===== src/rtl/flashctl_pkg.sv =====
// Shared constants for the flash command front end.
// Assumes a 3-bit register select and a 16-bit data path.
package flashctl_pkg;
    localparam int SEL_W = 3;
    localparam logic [SEL_W-1:0] SEL_STATUS = 3'd0;
    localparam logic [SEL_W-1:0] SEL_MODE   = 3'd1;
    localparam logic [SEL_W-1:0] SEL_ADDR   = 3'd2;
    localparam logic [SEL_W-1:0] SEL_DATA   = 3'd3;
    localparam logic [SEL_W-1:0] SEL_CMD    = 3'd4;

    localparam int MODE_ARM_BIT = 3;
    localparam int MODE_IEN_BIT = 4;

    typedef enum logic [1:0] {
        ST_IDLE   = 2'd0,
        ST_ERASE  = 2'd1,
        ST_REJECT = 2'd2
    } seq_state_t;
endpackage


===== src/rtl/flashctl_regs.sv =====
// Control register file: mode, address and data.
// Assumes single-cycle write strobes; every write is dropped while busy is high.
module flashctl_regs
    import flashctl_pkg::*;
#(
    parameter int DATA_W = 16
) (
    input  logic              clk,
    input  logic              rst_n,
    input  logic [SEL_W-1:0]  sel,
    input  logic [DATA_W-1:0] wdata,
    input  logic              wr,
    input  logic              busy,
    output logic [DATA_W-1:0] mode_q,
    output logic [DATA_W-1:0] addr_q,
    output logic [DATA_W-1:0] data_q
);
    logic wr_ok;
    assign wr_ok = wr && !busy;

    // Load the selected control register on an accepted write.
    always_ff @(posedge clk) begin
        if (!rst_n) begin
            mode_q <= '0;
            addr_q <= '0;
            data_q <= '0;
        end else if (wr_ok) begin
            if (sel == SEL_MODE) mode_q <= wdata;
            if (sel == SEL_ADDR) addr_q <= wdata;
            if (sel == SEL_DATA) data_q <= wdata;
        end
    end

    assert_ignore_busy_R11: assert property (@(posedge clk) disable iff (!rst_n)
        (wr && busy) |=> ($stable(mode_q) && $stable(addr_q) && $stable(data_q)));
endmodule


===== src/rtl/flashctl_seq.sv =====
// Command sequencer: checks the erase key, runs the request/done handshake
// with the array and emits one-cycle success and fail events.
// Assumes erase_done is a single-cycle pulse, sampled only while erasing.
module flashctl_seq
    import flashctl_pkg::*;
#(
    parameter int              DATA_W     = 16,
    parameter int              CMD_W      = 8,
    parameter logic [CMD_W-1:0] ERASE_CODE = 8'h06,
    parameter logic [DATA_W-1:0] KEY_ADDR  = 16'hFFC3,
    parameter logic [DATA_W-1:0] KEY_DATA  = 16'h3CFF
) (
    input  logic              clk,
    input  logic              rst_n,
    input  logic              cmd_wr,
    input  logic [CMD_W-1:0]  cmd_code,
    input  logic              arm,
    input  logic [DATA_W-1:0] addr_q,
    input  logic [DATA_W-1:0] data_q,
    input  logic              erase_done,
    input  logic              erase_err,
    output logic              erase_req,
    output logic              busy,
    output logic              ok_evt,
    output logic              fail_evt
);
    seq_state_t state;
    logic key_ok;
    logic erase_go;

    assign key_ok   = arm && (addr_q == KEY_ADDR) && (data_q == KEY_DATA);
    assign erase_go = (cmd_code == ERASE_CODE) && key_ok;

    // Advance the command state machine.
    always_ff @(posedge clk) begin
        if (!rst_n) begin
            state <= ST_IDLE;
        end else begin
            case (state)
                ST_IDLE:   if (cmd_wr) state <= erase_go ? ST_ERASE : ST_REJECT;
                ST_ERASE:  if (erase_done) state <= ST_IDLE;
                ST_REJECT: state <= ST_IDLE;
                default:   state <= ST_IDLE;
            endcase
        end
    end

    // Decode outputs and completion events from the state.
    always_comb begin
        erase_req = (state == ST_ERASE);
        busy      = (state != ST_IDLE);
        ok_evt    = (state == ST_ERASE) && erase_done && !erase_err;
        fail_evt  = ((state == ST_ERASE) && erase_done && erase_err) || (state == ST_REJECT);
    end

    assert_req_needs_key_R3: assert property (@(posedge clk) disable iff (!rst_n)
        $rose(erase_req) |-> $past(cmd_wr && key_ok && (cmd_code == ERASE_CODE)));
    assert_busy_holds_R4: assert property (@(posedge clk) disable iff (!rst_n)
        (erase_req && !erase_done) |=> busy);
    assert_reject_one_cycle_R7: assert property (@(posedge clk) disable iff (!rst_n)
        (state == ST_REJECT) |=> !busy);
    assert_single_outcome_R5: assert property (@(posedge clk) disable iff (!rst_n)
        !(ok_evt && fail_evt));
endmodule


===== src/rtl/flashctl_status.sv =====
// Sticky status flags: success, fail and interrupt.
// A read clears them on its closing edge; a same-edge set takes priority.
module flashctl_status (
    input  logic clk,
    input  logic rst_n,
    input  logic ok_evt,
    input  logic fail_evt,
    input  logic ien,
    input  logic rd_clr,
    output logic ok_q,
    output logic fail_q,
    output logic irq_q
);
    logic any_evt;
    assign any_evt = ok_evt || fail_evt;

    // Set on events, clear on status read, set dominant.
    always_ff @(posedge clk) begin
        if (!rst_n) begin
            ok_q   <= 1'b0;
            fail_q <= 1'b0;
            irq_q  <= 1'b0;
        end else begin
            ok_q   <= ok_evt   || (ok_q   && !rd_clr);
            fail_q <= fail_evt || (fail_q && !rd_clr);
            irq_q  <= (ien && any_evt) || (irq_q && !rd_clr);
        end
    end

    assert_clear_on_read_R9: assert property (@(posedge clk) disable iff (!rst_n)
        (rd_clr && !any_evt) |=> (!ok_q && !fail_q && !irq_q));
    assert_set_wins_R10: assert property (@(posedge clk) disable iff (!rst_n)
        (ok_evt && rd_clr) |=> ok_q);
    assert_irq_gate_R8: assert property (@(posedge clk) disable iff (!rst_n)
        $rose(irq_q) |-> $past(ien && any_evt));
endmodule


===== src/rtl/flashctl_front.sv =====
// Flash command front end: register file, erase-key sequencer and sticky
// status behind a one-cycle strobe bus. Read data is combinational in the
// cycle of the read strobe; the status read clears flags at that cycle's end.
module flashctl_front
    import flashctl_pkg::*;
#(
    parameter int DATA_W = 16,
    parameter int CMD_W  = 8
) (
    input  logic              clk,
    input  logic              rst_n,
    input  logic [2:0]        bus_sel,
    input  logic [15:0]       bus_wdata,
    input  logic              bus_wr,
    input  logic              bus_rd,
    output logic [15:0]       bus_rdata,
    output logic              erase_req,
    input  logic              erase_done,
    input  logic              erase_err,
    output logic              irq
);
    localparam int PAD_W = DATA_W - 4;

    logic [DATA_W-1:0] mode_q, addr_q, data_q;
    logic busy, ok_evt, fail_evt;
    logic ok_q, fail_q, irq_q;
    logic cmd_wr, stat_rd;

    assign cmd_wr  = bus_wr && (bus_sel == SEL_CMD);
    assign stat_rd = bus_rd && (bus_sel == SEL_STATUS);

    flashctl_regs #(.DATA_W(DATA_W)) u_regs (
        .clk(clk), .rst_n(rst_n), .sel(bus_sel), .wdata(bus_wdata),
        .wr(bus_wr), .busy(busy),
        .mode_q(mode_q), .addr_q(addr_q), .data_q(data_q)
    );

    flashctl_seq #(.DATA_W(DATA_W), .CMD_W(CMD_W)) u_seq (
        .clk(clk), .rst_n(rst_n), .cmd_wr(cmd_wr),
        .cmd_code(bus_wdata[CMD_W-1:0]), .arm(mode_q[MODE_ARM_BIT]),
        .addr_q(addr_q), .data_q(data_q),
        .erase_done(erase_done), .erase_err(erase_err),
        .erase_req(erase_req), .busy(busy), .ok_evt(ok_evt), .fail_evt(fail_evt)
    );

    flashctl_status u_stat (
        .clk(clk), .rst_n(rst_n), .ok_evt(ok_evt), .fail_evt(fail_evt),
        .ien(mode_q[MODE_IEN_BIT]), .rd_clr(stat_rd),
        .ok_q(ok_q), .fail_q(fail_q), .irq_q(irq_q)
    );

    // Read multiplexer over the register selects.
    always_comb begin
        case (bus_sel)
            SEL_STATUS: bus_rdata = {{PAD_W{1'b0}}, irq_q, busy, fail_q, ok_q};
            SEL_MODE:   bus_rdata = mode_q;
            SEL_ADDR:   bus_rdata = addr_q;
            SEL_DATA:   bus_rdata = data_q;
            default:    bus_rdata = '0;
        endcase
    end

    assign irq = irq_q;

    assert_irq_follows_R8: assert property (@(posedge clk) disable iff (!rst_n)
        (bus_rd && bus_sel == SEL_STATUS) |-> (bus_rdata[3] == irq));
    assert_done_idle_R4: assert property (@(posedge clk) disable iff (!rst_n)
        (erase_done && !busy) |=> !erase_req);
endmodule


===== config.mk =====
export PLATFORM = sky130hd
export DESIGN_NAME = flashctl_front
export DESIGN_NICKNAME = d
export VERILOG_FILES = /design/src/rtl/flashctl_pkg.sv /design/src/rtl/flashctl_regs.sv /design/src/rtl/flashctl_seq.sv /design/src/rtl/flashctl_status.sv /design/src/rtl/flashctl_front.sv
export SDC_FILE = /design/constraint.sdc
export NUM_CORES = 1
export LEC_CHECK = 0
export BUFFER_PORTS_ARGS = -buffer_cell sky130_fd_sc_hd__buf_2
export CORE_ASPECT_RATIO = 0.75
export CORE_MARGIN = 2
export CORE_UTILIZATION = 33
export CTS_CLUSTER_SIZE = 8
export DETAILED_ROUTE_END_ITERATION = 7
export GPL_TIMING_DRIVEN = 0
export HOLD_SLACK_MARGIN = 0.08
export MAX_ROUTING_LAYER = met4
export PLACE_DENSITY_LB_ADDON = 0.3
export SLEW_MARGIN = 20
export SYNTH_ARGS = -nofsm -noshare
export SYNTH_HDL_FRONTEND = slang
export SYNTH_HIERARCHICAL = 1
export SYNTH_SLANG_ARGS = --single-unit

===== constraint.sdc =====
create_clock -name clk -period 3 [get_ports clk]
set_input_delay 0.15 -clock clk [delete_from_list [all_inputs] [get_ports clk]]
set_output_delay 0.15 -clock clk [all_outputs]
set_load 0.03 [all_outputs]

# Word-level counts from Yosys, hierarchy flattened

Cells that the tools add are included.

Register bits: 53
Word-level logic and storage cells: 51

Equality and inequality tests: 11
Multiplexer cells: 5
Reductions and logical operators: 28

Operator list:

| operator               | count |
|---|---|
| $pmux W16 S4           | 1 |
| $eq A16 B14 Y1 const B | 1 |
| $eq A16 B16 Y1 const B | 1 |
| $logic_and A1 B1 Y1    | 13 |
| $eq A8 B3 Y1 const B   | 1 |
| $reduce_and A2 Y1      | 4 |
| $eq A3 B2 Y1 const B   | 2 |
| $mux W2                | 3 |
| $logic_or A1 B1 Y1     | 5 |
| $pmux W2 S2            | 1 |
| $eq A3 B1 Y1 const B   | 1 |
| $eq A3 B3 Y1 const B   | 1 |
| $logic_not A1 Y1       | 3 |
| $logic_not A3 Y1       | 1 |
| $eq A2 B1 Y1 const B   | 1 |
| $eq A2 B2 Y1 const B   | 1 |
| $logic_not A2 Y1       | 1 |
| $ne A2 B1 Y1 const B   | 1 |
| $ne A2 B2 Y1 const B   | 1 |
| $reduce_bool A2 Y1     | 1 |

# Logic depth before layout (Yosys ltp)

Depth after elaboration: 7
Gate-level depth with buffers: 7
Gate-level depth less buffers: 5

# Modules after synthesis

The synthesis kept the hierarchy.

Modules (own cells, without submodules):

| module          | instances | cells an instance | area an instance (um^2) | seq. area each (um^2) |
|---|---|---|---|---|
| flashctl_regs   | 1         | 176               | 1804.2                  | 960.9 |
| flashctl_front  | 1         | 55                | 486.7                   | 0.0 |
| flashctl_seq    | 1         | 29                | 217.7                   | 40.0 |
| flashctl_status | 1         | 10                | 106.4                   | 60.1 |

# Worst setup path after synthesis

No wires, ideal clock.

Path type: input-to-output
Start point: in bus_sel[1]
End point: out bus_rdata[4]
Arrival time: 1.335 ns
Data required time: 2.850 ns
Path slack: 1.515 ns
Stages: 4
Cells stage by stage: buf_2 -> buf_2 -> a21oi_1 -> a211oi_1

Word-level cells in the longest chain between the ends: 2

Ends and longest elaborated chain:

| what                                       | RTL line             | text |
|---|---|---|
| from (decl)                                | flashctl_front.sv:12 | `input logic [2:0] bus_sel,` |
| $eq A3 B2 Y1, or another cell as far along | flashctl_front.sv:54 | `case (bus_sel)` |
| $pmux W16 S4 *                             | flashctl_front.sv:54 |  |
| to (decl)                                  | flashctl_front.sv:16 | `output logic [15:0] bus_rdata,` |

Mark *: on every way between the ends. The rest lies on a longest branch, timed or not.

# Final worst setup path

Start point: reg u_seq.state[1]
End point: out bus_rdata[2]

Word-level cells in the longest chain between the ends: 2

Ends and longest elaborated chain:

| what                   | RTL line             | text |
|---|---|---|
| from (decl)            | flashctl_seq.sv:27   | `seq_state_t state;` |
| from (signal assigned) | flashctl_seq.sv:40   | `ST_IDLE: if (cmd_wr) state <= erase_go ? ST_ERASE : ST_REJECT;` |
| $reduce_bool A2 Y1     | flashctl_seq.sv:51   | `busy = (state != ST_IDLE);` |
| via busy               | flashctl_front.sv:25 | `logic busy, ok_evt, fail_evt;` |
| $pmux W16 S4           | flashctl_front.sv:54 |  |

The timed path passes the listed nets, and every way through them passes these cells.

==> impl_metrics.py <==
metrics = {
    "sta": {
        "tightest_slew_ps": 589,
        "fin_hold_ws_ps": 128,
        "rsz0062_at_grt": "false",
        "fin_skew_ps": 2.60,
        "finalCritPeriodShare": 0.607,
        "tns_ps": 0,
        "setup_viol_count_final": 0,
        "max_freq_ghz": 0.549,
        "period_needed_ps": 1820,
        "relSlewSlack": 0.607,
        "hold_viol": 0,
        "maxSlewViolCount": 0,
    },
    "die": {
        "row_count": 28,
        "initial_core_util": 0.336,
        "io_pins": 43,
        "coreArea_um2": 7780,
        "fp.dieW_um": 107,
        "die_area_um2": 8660,
        "fp.dieH_um": 81.1,
    },
    "detailed_routing": {
        "wl_per_cell_um": 17.7,
        "post-route-drc-count": 0,
        "drtPass1Iterations": 4,
        "drt-initial-drc-count": 121,
        "num_vias": 2134,
        "routed_wl_um": 7540,
        "ant_nets": 0,
        "vias_per_cell": 5.02,
    },
    "clock_tree": {
        "clockRootBuffer": "clkbuf_8",
        "cts_hold_buffers": 0,
        "clk_latency_ps": 310,
        "cts_buffers": 5,
        "clock-sinks": 53,
        "cts_resized": 0,
        "cts_setup_buffers": 0,
        "clk_pin_slew_ps": 90,
        "htree_levels": 2,
        "cts_tree": "built",
        "clockBufferDepth": 2,
    },
    "placement": {
        "hpwl_um": 5450,
        "portBuffers": 42,
        "finalWeightedCongestion": 0.842,
    },
    "logic_synthesis": {
        "syn_nets": 295,
        "synthAdderAreaFrac": 0,
        "synthSimpleGateAreaFrac": 0.197,
        "synth-compound-area-share": 0.0718,
        "synthDistinctLibCells": 37,
        "synth.avg_cell_area_um2": 9.69,
        "ys_seq_elements": 53,
        "synth-xor-area-share": 0,
        "async_flop_share": 0,
        "synth_ff_type": "dfxtp_1",
        "netlist_area_um2": 2620,
        "muxShareOfSynthArea": 0.267,
        "syn_inst": 270,
        "yosysSeqAreaShare": 0.406,
        "synth-edff-count": 0,
        "ys_warn_count": 6,
        "synth_top_family_by_area": "multiplexers",
    },
    "power_and_ir_drop": {
        "leakagePower_nw": 1.39,
        "switchingPower_w": 0.000353,
        "clock_power_share": 0.332,
        "powerDensity_nw_per_um2": 439,
        "p_sw_frac": 0.263,
        "p_int_w": 0.000989,
        "irDropWorstVdd_v": 0.000202,
        "p_comb_frac": 0.125,
        "power.share.sequential": 0.543,
    },
    "grt": {
        "grt_pass1_vias": 2116,
        "grt_remaining_overflow": 0,
        "grt_pass1_wl_um": 11700,
        "grt_antenna_before_repair": 0,
        "grt_max_degree": 16,
        "grt_usage": 0.186,
    },
    "setup_path": {
        "r2r_cells": 7,
        "path_class": "register to primary output",
        "ff2ff_setup_slack_ps": 1310,
        "worstReg2RegEnd": "u_regs/mode_q[0]",
        "slowest_stage": "mux4_1",
        "path_cells": "nor2_1 > inv_1 > mux4_1 > nor2b_1 > buf_2",
        "setup.worst_path.start_class": "register",
        "max_stage_delay_ps": 470,
        "cp_max_fo": 3,
        "critPathCaptureType": "primary output",
        "r2r-start": "u_seq/state[1]",
        "arrival_ps": 1670,
        "required_ps": 2850,
    },
    "worst_hold_path": {
        "holdCritPathClass": "input pin to register",
        "worstHoldPathCells": 2,
        "hold_end": "u_stat/ok_q",
        "hold_start": "rst_n",
    },
    "flow_run": {
        "cap_violations": 0,
    },
    "finish": {
        "syn2layout_area_growth_pct": 16.9,
        "layout-drive-gt1-share": 0.213,
        "final_nets": 344,
        "diodes": 0,
    },
    "run_status": {
        "outcome": "complete, no violations",
    },
}
==> routing by layer <==
layer,global-route usage,wire (um),vias up
li1,-,-,1044
met2,0.281,3290,60
met4,0.0519,81,0
met5,-,0,-
met1,0.258,3700,1023
met3,0.0305,460,7
==> stage by stage <==
stage / utilization / instances / setup WS [ps] / total power [W] / area (um2)
after floorplan: - / 270 / 1510 / 0.000848 / 2620
after detailed placement: 0.380 / 417 / 1280 / 0.000913 / 2960
after CTS: 0.393 / 425 / 1170 / 0.00135 / 3060
after global placement: 0.380 / 417 / 1280 / 0.000910 / 2960
final: 0.393 / 425 / 1180 / 0.00134 / 3060
after global routing: 0.393 / 425 / 1080 / 0.00139 / 3060
==> cells by family after synthesis <==
kind of cell | Yosys count
AO/OA/AOI/OAI | 30
buffers and inverters | 22
flip-flops | 53
multiplexers | 64
AND/OR/NAND/NOR | 101
==> cell usage after synthesis, types with 2 or more instances <==
| library cell | instances | area [um2] |
|---|---|---|
| nor2_1 | 2 | 7.51 |
| mux4_1 | 2 | 52.6 |
| mux4_2 | 2 | 45.0 |
| clkbuf_1 | 6 | 22.5 |
| o21a_1 | 2 | 15.0 |
| buf_1 | 2 | 7.51 |
| inv_1 | 2 | 7.51 |
| nand4b_1 | 2 | 17.5 |
| nand2_1 | 67 | 251 |
| nor2b_4 | 2 | 27.5 |
| nor2b_1 | 6 | 37.5 |
| buf_6 | 4 | 45.0 |
| a21oi_1 | 12 | 60.1 |
| nand4_1 | 2 | 12.5 |
| nand3_1 | 3 | 15.0 |
| buf_4 | 2 | 15.0 |
| nor3_1 | 2 | 10.0 |
| dfxtp_1 | 53 | 1060 |
| mux2i_1 | 60 | 601 |
| a211oi_1 | 12 | 90.1 |
| and4_1 | 2 | 17.5 |
| nand3b_1 | 2 | 15.0 |
| buf_2 | 3 | 15.0 |
| and4bb_1 | 2 | 25.0 |
| o21ai_0 | 2 | 10.0 |
| and3b_1 | 2 | 17.5 |
| nor4_1 | 2 | 12.5 |
==> state kept, by name, indices dropped and copies added, names as in the netlist <==
register       cells
u_regs/addr_q     16
u_regs/data_q     16
u_regs/mode_q     16
u_seq/state        2
u_stat/fail_q      1
u_stat/irq_q       1
u_stat/ok_q        1
==> worst max-delay path: cells and delay by family, from the launching register on <==
family | cells | cell delay (ps)
muxes | 1 | 470
DFF | 1 | 340
and+or+nand+nor | 2 | 300
buffers and inverters | 2 | 270
==> placed cells by master, fill, tap and decap left out, types with 2 or more instances in the layout <==
| cell type | instances |
|---|---|
| a211oi_1 | 12 |
| mux4_2 | 2 |
| nand2_1 | 67 |
| and4bb_1 | 2 |
| dfxtp_1 | 53 |
| nand3b_1 | 2 |
| mux4_1 | 2 |
| o21a_1 | 2 |
| buf_2 | 45 |
| nor2b_1 | 6 |
| nor2_1 | 2 |
| nor2b_4 | 2 |
| mux2i_1 | 60 |
| buf_1 | 2 |
| buf_6 | 4 |
| clkbuf_8 | 7 |
| buf_4 | 2 |
| nand4_1 | 2 |
| and3b_1 | 2 |
| clkbuf_1 | 6 |
| and4_1 | 2 |
| inv_1 | 2 |
| nand3_1 | 3 |
| nor4_1 | 2 |
| nor3_1 | 2 |
| o21ai_0 | 2 |
| nand4b_1 | 2 |
| a21oi_1 | 12 |
==> cell type report <==
cell class	instances	area, um2
tap	105	131
buffer	20	145
inverter	2	7.51
timing repair buffer	42	210
clock buffer	7	96.3
multi-input combinational	195	1400
clock inverter	1	5.00
fill	809	4720
sequential	53	1060
==> power by group through the flow <==
| stage | Combinational [W] | Clock [W] | Sequential, W |
|---|---|---|---|
| floorplan | 0.000107 | 0 | 0.000741 |
| global placement | 0.000166 | 0 | 0.000744 |
| detailed placement | 0.000168 | 0 | 0.000745 |
| CTS | 0.000168 | 0.000458 | 0.000729 |
| global route | 0.000179 | 0.000484 | 0.000731 |
| finish | 0.000167 | 0.000445 | 0.000729 |
==> worst max-delay path by stage <==
stage / start / slack [ps] / cells after the start / endpoint
floorplan: bus_sel[1] / 1510 / 4 / bus_rdata[4]
global placement: bus_sel[1] / 1280 / 6 / bus_rdata[6]
detailed placement: bus_sel[1] / 1280 / 6 / bus_rdata[5]
CTS: u_seq/state[1] / 1170 / 5 / bus_rdata[2]
global route: u_seq/state[1] / 1080 / 5 / bus_rdata[2]
finish: u_seq/state[1] / 1180 / 5 / bus_rdata[2]
Note: power is estimated with default switching activity, not from simulation.
